==> src/rtl/pdv_pkg.sv <==
package pdv_pkg;

  typedef enum logic [2:0] {
    ST_IDLE     = 3'd0,
    ST_ACPT     = 3'd1,
    ST_ON_WAIT  = 3'd2,
    ST_OFF_WAIT = 3'd3,
    ST_SETTLE   = 3'd4
  } dom_state_e;

  localparam int OFF_SET_CMD = 0;
  localparam int OFF_CLR_CMD = 4;
  localparam int OFF_IDLE    = 8;
  localparam int OFF_EN      = 12;
  localparam int OFF_ON_PND  = 16;
  localparam int OFF_OFF_PND = 20;
  localparam int OFF_ERR     = 24;

endpackage

==> src/rtl/pdv_vote_merge.sv <==
module pdv_vote_merge #(
  parameter int NUM_DOM = 8,
  parameter int NUM_RMT = 2
) (
  input  logic [NUM_RMT*NUM_DOM-1:0] rmt_vote,
  output logic [NUM_DOM-1:0]         rmt_any
);

  for (genvar d = 0; d < NUM_DOM; d++) begin : g_dom
    logic [NUM_RMT-1:0] col;
    for (genvar r = 0; r < NUM_RMT; r++) begin : g_req
      assign col[r] = rmt_vote[r*NUM_DOM + d];
    end
    assign rmt_any[d] = |col;
  end

endmodule

==> src/rtl/pdv_regif.sv <==
module pdv_regif
  import pdv_pkg::*;
#(
  parameter int NUM_DOM = 8,
  parameter int ADDR_W  = 8
) (
  input  logic               clk,
  input  logic               rst,
  input  logic               bus_wr,
  input  logic               bus_rd,
  input  logic [ADDR_W-1:0]  bus_addr,
  input  logic [NUM_DOM-1:0] bus_wdata,
  output logic [NUM_DOM-1:0] bus_rdata,
  output logic [NUM_DOM-1:0] set_cmd,
  output logic [NUM_DOM-1:0] clr_cmd,
  output logic [NUM_DOM-1:0] err_clr,
  input  logic [NUM_DOM-1:0] set_rd,
  input  logic [NUM_DOM-1:0] clr_rd,
  input  logic [NUM_DOM-1:0] idle,
  input  logic [NUM_DOM-1:0] en,
  input  logic [NUM_DOM-1:0] on_pnd,
  input  logic [NUM_DOM-1:0] off_pnd,
  input  logic [NUM_DOM-1:0] err
);

  logic hit_set, hit_clr, hit_idle, hit_en, hit_onp, hit_offp, hit_err;
  logic [NUM_DOM-1:0] rd_mux;

  assign hit_set  = (bus_addr == ADDR_W'(OFF_SET_CMD));
  assign hit_clr  = (bus_addr == ADDR_W'(OFF_CLR_CMD));
  assign hit_idle = (bus_addr == ADDR_W'(OFF_IDLE));
  assign hit_en   = (bus_addr == ADDR_W'(OFF_EN));
  assign hit_onp  = (bus_addr == ADDR_W'(OFF_ON_PND));
  assign hit_offp = (bus_addr == ADDR_W'(OFF_OFF_PND));
  assign hit_err  = (bus_addr == ADDR_W'(OFF_ERR));

  assign set_cmd = (bus_wr && hit_set) ? bus_wdata : '0;
  assign clr_cmd = (bus_wr && hit_clr) ? bus_wdata : '0;
  assign err_clr = (bus_wr && hit_err) ? bus_wdata : '0;

  always_comb begin
    rd_mux = '0;
    if (hit_set)  rd_mux = set_rd;
    if (hit_clr)  rd_mux = clr_rd;
    if (hit_idle) rd_mux = idle;
    if (hit_en)   rd_mux = en;
    if (hit_onp)  rd_mux = on_pnd;
    if (hit_offp) rd_mux = off_pnd;
    if (hit_err)  rd_mux = err;
  end

  always_ff @(posedge clk) begin
    if (rst) begin
      bus_rdata <= '0;
    end else if (bus_rd) begin
      bus_rdata <= rd_mux;
    end
  end

  AST_RDATA_HOLD: assert property (@(posedge clk) disable iff (rst)
    !bus_rd |=> $stable(bus_rdata));

  AST_ONE_CMD_KIND: assert property (@(posedge clk) disable iff (rst)
    $onehot0({|set_cmd, |clr_cmd, |err_clr}));

endmodule

==> src/rtl/pdv_domain.sv <==
module pdv_domain
  import pdv_pkg::*;
#(
  parameter int STAB_CYCLES = 25000
) (
  input  logic clk,
  input  logic rst,
  input  logic set_cmd,
  input  logic clr_cmd,
  input  logic err_clr,
  input  logic rmt_any,
  input  logic pwr_ack,
  output logic pwr_req,
  output logic idle,
  output logic on_pnd,
  output logic off_pnd,
  output logic set_rd,
  output logic clr_rd,
  output logic err
);

  localparam int CNT_W = $clog2(STAB_CYCLES + 1);
  localparam logic [CNT_W-1:0] CNT_LAST = CNT_W'(STAB_CYCLES - 1);

  dom_state_e       state;
  logic             ap_vote;
  logic             agg;
  logic [CNT_W-1:0] cnt;
  logic             busy_cmd;

  assign agg      = ap_vote | rmt_any;
  assign idle     = (state == ST_IDLE);
  assign on_pnd   = (state == ST_ON_WAIT);
  assign off_pnd  = (state == ST_OFF_WAIT) || (state == ST_SETTLE);
  assign busy_cmd = (set_cmd || clr_cmd) && !idle;

  always_ff @(posedge clk) begin
    if (rst) begin
      state   <= ST_IDLE;
      ap_vote <= 1'b0;
      pwr_req <= 1'b0;
      set_rd  <= 1'b1;
      clr_rd  <= 1'b0;
      err     <= 1'b0;
      cnt     <= '0;
    end else begin
      if (err_clr) err <= 1'b0;
      if (busy_cmd) err <= 1'b1;
      unique case (state)
        ST_IDLE: begin
          if (set_cmd) begin
            ap_vote <= 1'b1;
            set_rd  <= 1'b0;
            state   <= ST_ACPT;
          end else if (clr_cmd) begin
            ap_vote <= 1'b0;
            clr_rd  <= 1'b1;
            state   <= ST_ACPT;
          end else if (agg != pwr_req) begin
            pwr_req <= agg;
            state   <= agg ? ST_ON_WAIT : ST_OFF_WAIT;
          end
        end
        ST_ACPT: begin
          set_rd <= 1'b1;
          clr_rd <= 1'b0;
          if (agg != pwr_req) begin
            pwr_req <= agg;
            state   <= agg ? ST_ON_WAIT : ST_OFF_WAIT;
          end else begin
            state <= ST_IDLE;
          end
        end
        ST_ON_WAIT: begin
          if (pwr_ack) state <= ST_IDLE;
        end
        ST_OFF_WAIT: begin
          if (!pwr_ack) begin
            cnt   <= '0;
            state <= ST_SETTLE;
          end
        end
        ST_SETTLE: begin
          if (cnt == CNT_LAST) state <= ST_IDLE;
          else                 cnt   <= cnt + 1'b1;
        end
        default: state <= ST_IDLE;
      endcase
    end
  end

  AST_BUSY_SET_IGNORED: assert property (@(posedge clk) disable iff (rst)
    (set_cmd && !idle) |=> $stable(ap_vote));

  AST_BUSY_ERR_RAISE: assert property (@(posedge clk) disable iff (rst)
    ((set_cmd || clr_cmd) && !idle) |=> err);

  AST_ON_COMPLETE: assert property (@(posedge clk) disable iff (rst)
    (on_pnd && pwr_ack) |=> (idle && pwr_req));

  AST_OFF_REQ_LOW: assert property (@(posedge clk) disable iff (rst)
    off_pnd |-> !pwr_req);

  AST_SETTLE_BOUND: assert property (@(posedge clk) disable iff (rst)
    (state == ST_SETTLE) |-> (cnt <= CNT_LAST));

  AST_SET_HS_RETURN: assert property (@(posedge clk) disable iff (rst)
    $fell(set_rd) |=> set_rd);

  AST_CLR_HS_DROP: assert property (@(posedge clk) disable iff (rst)
    $rose(clr_rd) |=> !clr_rd);

  AST_VOTE_HELD: assert property (@(posedge clk) disable iff (rst)
    (idle && agg && !set_cmd && !clr_cmd) |=> pwr_req);

endmodule

==> src/rtl/pwr_vote_ctrl.sv <==
module pwr_vote_ctrl
  import pdv_pkg::*;
#(
  parameter int NUM_DOM     = 8,
  parameter int NUM_REQ     = 3,
  parameter int ADDR_W      = 8,
  parameter int STAB_CYCLES = 25000
) (
  input  logic                             clk,
  input  logic                             rst,
  input  logic                             bus_wr,
  input  logic                             bus_rd,
  input  logic [ADDR_W-1:0]                bus_addr,
  input  logic [NUM_DOM-1:0]               bus_wdata,
  output logic [NUM_DOM-1:0]               bus_rdata,
  input  logic [(NUM_REQ-1)*NUM_DOM-1:0]   rmt_vote,
  input  logic [NUM_DOM-1:0]               pwr_ack,
  output logic [NUM_DOM-1:0]               pwr_req
);

  localparam int NUM_RMT = NUM_REQ - 1;

  logic [NUM_DOM-1:0] set_cmd, clr_cmd, err_clr, rmt_any;
  logic [NUM_DOM-1:0] idle, on_pnd, off_pnd, set_rd, clr_rd, err;

  pdv_vote_merge #(.NUM_DOM(NUM_DOM), .NUM_RMT(NUM_RMT)) u_merge (
    .rmt_vote (rmt_vote),
    .rmt_any  (rmt_any)
  );

  pdv_regif #(.NUM_DOM(NUM_DOM), .ADDR_W(ADDR_W)) u_regif (
    .clk       (clk),
    .rst       (rst),
    .bus_wr    (bus_wr),
    .bus_rd    (bus_rd),
    .bus_addr  (bus_addr),
    .bus_wdata (bus_wdata),
    .bus_rdata (bus_rdata),
    .set_cmd   (set_cmd),
    .clr_cmd   (clr_cmd),
    .err_clr   (err_clr),
    .set_rd    (set_rd),
    .clr_rd    (clr_rd),
    .idle      (idle),
    .en        (pwr_req),
    .on_pnd    (on_pnd),
    .off_pnd   (off_pnd),
    .err       (err)
  );

  for (genvar d = 0; d < NUM_DOM; d++) begin : g_dom
    pdv_domain #(.STAB_CYCLES(STAB_CYCLES)) u_dom (
      .clk     (clk),
      .rst     (rst),
      .set_cmd (set_cmd[d]),
      .clr_cmd (clr_cmd[d]),
      .err_clr (err_clr[d]),
      .rmt_any (rmt_any[d]),
      .pwr_ack (pwr_ack[d]),
      .pwr_req (pwr_req[d]),
      .idle    (idle[d]),
      .on_pnd  (on_pnd[d]),
      .off_pnd (off_pnd[d]),
      .set_rd  (set_rd[d]),
      .clr_rd  (clr_rd[d]),
      .err     (err[d])
    );
  end

  AST_REQ_ONLY_WITH_VOTE: assert property (@(posedge clk) disable iff (rst)
    $rose(pwr_req[0]) |-> $past(!idle[0] || rmt_any[0]));

endmodule

==> config.mk <==
export PLATFORM = sky130hd
export DESIGN_NAME = pwr_vote_ctrl
export DESIGN_NICKNAME = d
export VERILOG_FILES = /design/src/rtl/pdv_pkg.sv /design/src/rtl/pdv_vote_merge.sv /design/src/rtl/pdv_regif.sv /design/src/rtl/pdv_domain.sv /design/src/rtl/pwr_vote_ctrl.sv
export SDC_FILE = /design/constraint.sdc
export NUM_CORES = 1
export LEC_CHECK = 0
export ABC_AREA = 1
export BUFFER_PORTS_ARGS = -buffer_cell sky130_fd_sc_hd__buf_2
export CORE_MARGIN = 2
export CORE_UTILIZATION = 52
export CTS_CLUSTER_SIZE = 14
export DETAILED_ROUTE_END_ITERATION = 7
export GPL_TIMING_DRIVEN = 1
export PLACE_DENSITY_LB_ADDON = 0.15
export SYNTH_ARGS = -nofsm -noshare
export SYNTH_HDL_FRONTEND = slang
export SYNTH_SLANG_ARGS = --single-unit
==> constraint.sdc <==
create_clock -name clk -period 3.1 [get_ports clk]
set_clock_uncertainty 0.1 [all_clocks]
set_input_delay 0.155 -clock clk [delete_from_list [all_inputs] [get_ports clk]]
set_output_delay 0.155 -clock clk [all_outputs]
set_load 0.01 [all_outputs]
==> summary.md <==
| Metric | Value |
|---|---|
| Iter 0 DRT Violations | `700` |
| Critical Path RT | `3300 ps` |
| Final WS setup | `811 ps` |
| Final Hold Fails | `0` |
| Port Buffers | `59` |
| Global route total overflow | `0` |
| Chip height | `152 µm` |
| Vias | `11600` |
| H-Tree Depth | `4` |
| Data arrival, critical path | `2490 ps` |
| Status | `finished, final reports clean` |
| Largest family of logic cells by synthesized area | `simple AND/OR/NAND/NOR gates` |
| RePlAce Congestion | `0.953` |
| Compound-Gate Fraction of Synth Area | `0.0959` |
| Routed Antenna Nets | `0` |
| Top-count cell post-synth | `nand2_1` |
| Leading post-synthesis cells by cell area | `dfxtp_1 (34%), nand2_1 (16%), nand3_1 (8.9%)` |
| Syn. warnings | `0` |
| Slew Viols, Final | `0` |
| Primary FF master, synth | `dfxtp_1` |
| Sequential area share after synthesis | `0.336` |
| Final wirelength | `29.5 mm` |
| Worst vdd ir | `331 µV` |
| Root buffer cell | `clkbuf_16` |
| Initial antenna violation count | `1` |
| Num CTS Buffers | `17` |
| Reg clk slew, reported paths | `70 ps` |
| Post-synthesis adder-cell area fraction | `0.0175` |
| Pre-Repair DR Iteration Count | `6` |
| #FFs+latches synth | `192` |
| Worst R2R Path Depth | `10` |
| Post-Syn Instances | `1809` |
| IO Pins | `60` |
| Highest Clock Rate | `437 MHz` |
| Hold WC Path Type | `input pin to flop` |
| P per Cell Area | `457 nW/µm²` |
| Largest net degree at the start of global routing | `81` |
| Core area | `21700 µm²` |
| Drc violations | `0` |
| Post-layout util | `0.589` |
| Die width | `152 µm` |
| Fill count | `2106` |
| CTS max path bufs | `2` |
| Drt via density | `5.35` |
| Synth top area share | `0.336` |
| Unrepaired setup endpoints after global routing | `false` |
| Syn Area/Cell | `6.33 µm²` |
| WL/cell | `13.6 µm` |
| Post-synth top area cell | `dfxtp_1` |
| Slew Limit Headroom | `0.399` |
| Final critical-path required period | `2290 ps` |
| MaxCap Viol Count | `0` |
| Total track usage | `0.255` |
| TritonCTS clock tree | `done` |
| P_leak | `4.84 nW` |
| Initial core utilization | `0.528` |
| Number of global-route vias before repair | `10600` |
| Setup violators final | `0` |
| Clk sinks | `192` |
| First-pass GRT wire length | `50.1 mm` |
| Layout area overhead | `11.6%` |
| Ant. Diodes | `0` |
| CP Class | `flop to flop` |
| Worst-Skew Late Latency | `440 ps` |
| Synthesized area | `11500 µm²` |
| Die area | `23200 µm²` |
| Gr busiest metal | `met2` |
| Startpoint types | `flop` |
| Setup TNS | `0 ps` |
| Post-Synth XOR/XNOR Area | `0.0398` |
| Hpwl dp | `21.0 mm` |
| Setup crit end kind | `flop` |
| Post-layout nets | `1933` |
| Global Route met3 Usage | `0.0441` |
| DP Worst Slack | `880 ps` |
| Post-synthesis mux area share | `0` |
| Crit share post-route | `0.738` |
| Synth cell types | `39` |
| Crit Path Max Fanout | `20` |
| Simple-Gate Fraction of Synth Area | `0.420` |
| Share of layout cells above drive strength 1 | `0.0880` |
| Mapped Nets | `1869` |
| Synth cell count leaders | `nand2_1 (483), nand3_1 (203), nor2_1 (202)` |
| Met1 Track Usage GR | `0.341` |
| Post-synth EDFFs | `0` |
| Slew @ Worst Pin | `898 ps` |
| GR Util met2 | `0.426` |
| Fraction of registers with async set or reset after synthesis | `0` |
| Cell Rows | `54` |
| Min-Delay Path Depth | `5` |
==> per-stage QoR <==
| step | total power, mW | hold WS (ps) | cells | cell area (µm²) |
|---|---|---|---|---|
| after global routing | 6.11 | 9.14 | 2166 | 12800 |
| after detailed placement | 3.53 | 344 | 2112 | 11900 |
| final | 5.85 | 18.0 | 2166 | 12800 |
| after global placement | 3.51 | 341 | 2112 | 11900 |
| after floorplan | 3.32 | 238 | 1809 | 11500 |
| after CTS | 5.89 | 0.112 | 2166 | 12800 |
==> critical path, cell delays in order, from the launching register on <==
cell and delay, ps:
dfxtp_1 430, ha_1 290, nand3_1 100, nor2_1 110
nand2_1 60, nand2_1 70, nand2_1 50, nand2_1 480
inv_1 260, nand2_1 130, a21oi_1 70
==> power by group <==
group / total, mW / internal [mW] / leakage [nW] / switching [mW]
Sequential: 2.65 / 2.56 / 1.55 / 0.0910
Combinational: 0.851 / 0.278 / 2.98 / 0.572
Clock: 2.34 / 1.35 / 0.302 / 0.996
Total: 5.85 / 4.19 / 4.84 / 1.66
==> cell usage in the layout, fill, tap and decap left out, types with 4 or more instances in the layout <==
cell / Yosys / routed
a211oi_1: 4 / 4
a21oi_1: 153 / 153
a31oi_1: 7 / 7
buf_2: 11 / 58
buf_4: 12 / 11
clkbuf_16: 0 / 17
clkinv_4: 0 / 4
dfxtp_1: 192 / 192
dlygate4sd3_1: 0 / 22
ha_1: 16 / 16
inv_1: 196 / 196
inv_2: 8 / 8
nand2_1: 483 / 483
nand2_2: 7 / 7
nand3_1: 203 / 203
nand3_2: 5 / 5
nand3b_1: 10 / 10
nand4_1: 50 / 50
nor2_1: 202 / 202
nor3_1: 73 / 73
nor3_2: 6 / 6
o21ai_0: 33 / 33
or2_2: 31 / 31
xor2_1: 49 / 49
==> cells by family (layout without fill, tap and decap cells) <==
| kind of cell | Yosys count | in the layout |
|---|---|---|
| flops | 192 | 192 |
| simple gates | 1084 | 1084 |
| compound gates | 210 | 210 |
| xor+xnor | 52 | 52 |
| fa+ha+maj | 16 | 16 |
| buf+inv | 255 | 332 |
==> sequential cells by signal, summed over array words and instances (netlist names) <==
register             count
g_dom.u_dom.ap_vote      8
g_dom.u_dom.clr_rd       8
g_dom.u_dom.cnt        120
g_dom.u_dom.err          8
g_dom.u_dom.pwr_req      8
g_dom.u_dom.set_rd       8
g_dom.u_dom.state       24
u_regif.bus_rdata        8
==> path summary, 6_finish.rpt <==
| path | start | to | slack, ps |
|---|---|---|---|
| worst max-delay path | g_dom[6].u_dom.cnt[0] | g_dom[6].u_dom.cnt[14] | 810 |
| worst min-delay path | rmt_vote[8] | g_dom[0].u_dom.pwr_req | 20 |
| worst min register to register | g_dom[5].u_dom.ap_vote | g_dom[5].u_dom.ap_vote | 350 |
| worst max register to register | g_dom[6].u_dom.cnt[0] | g_dom[6].u_dom.cnt[14] | 810 |
==> per-layer routing <==
metal  share of wire  wire, µm
met2            0.47     13700
met3           0.054      1590
met4           0.014       421
met5               0         0
met1            0.47     13800
==> area by class of cell <==
type,instances,area (µm²),area share
clock buffer,22,474,0.0371
clock inverter,10,150,0.0117
inverter,208,782,0.0612
multi-input combinational,1362,6570,0.514
sequential,192,3840,0.301
tap,280,350,0.0274
timing repair buffer,92,613,0.0480
==> repair_timing <==
action,CTS,global route
endpoints found under the setup margin,0,0
endpoints found under the hold margin,24,0
hold buffers,22,0
gates resized for setup,0,0
setup buffers,0,0
No activity file was read; power rests on OpenSTA's default activity.
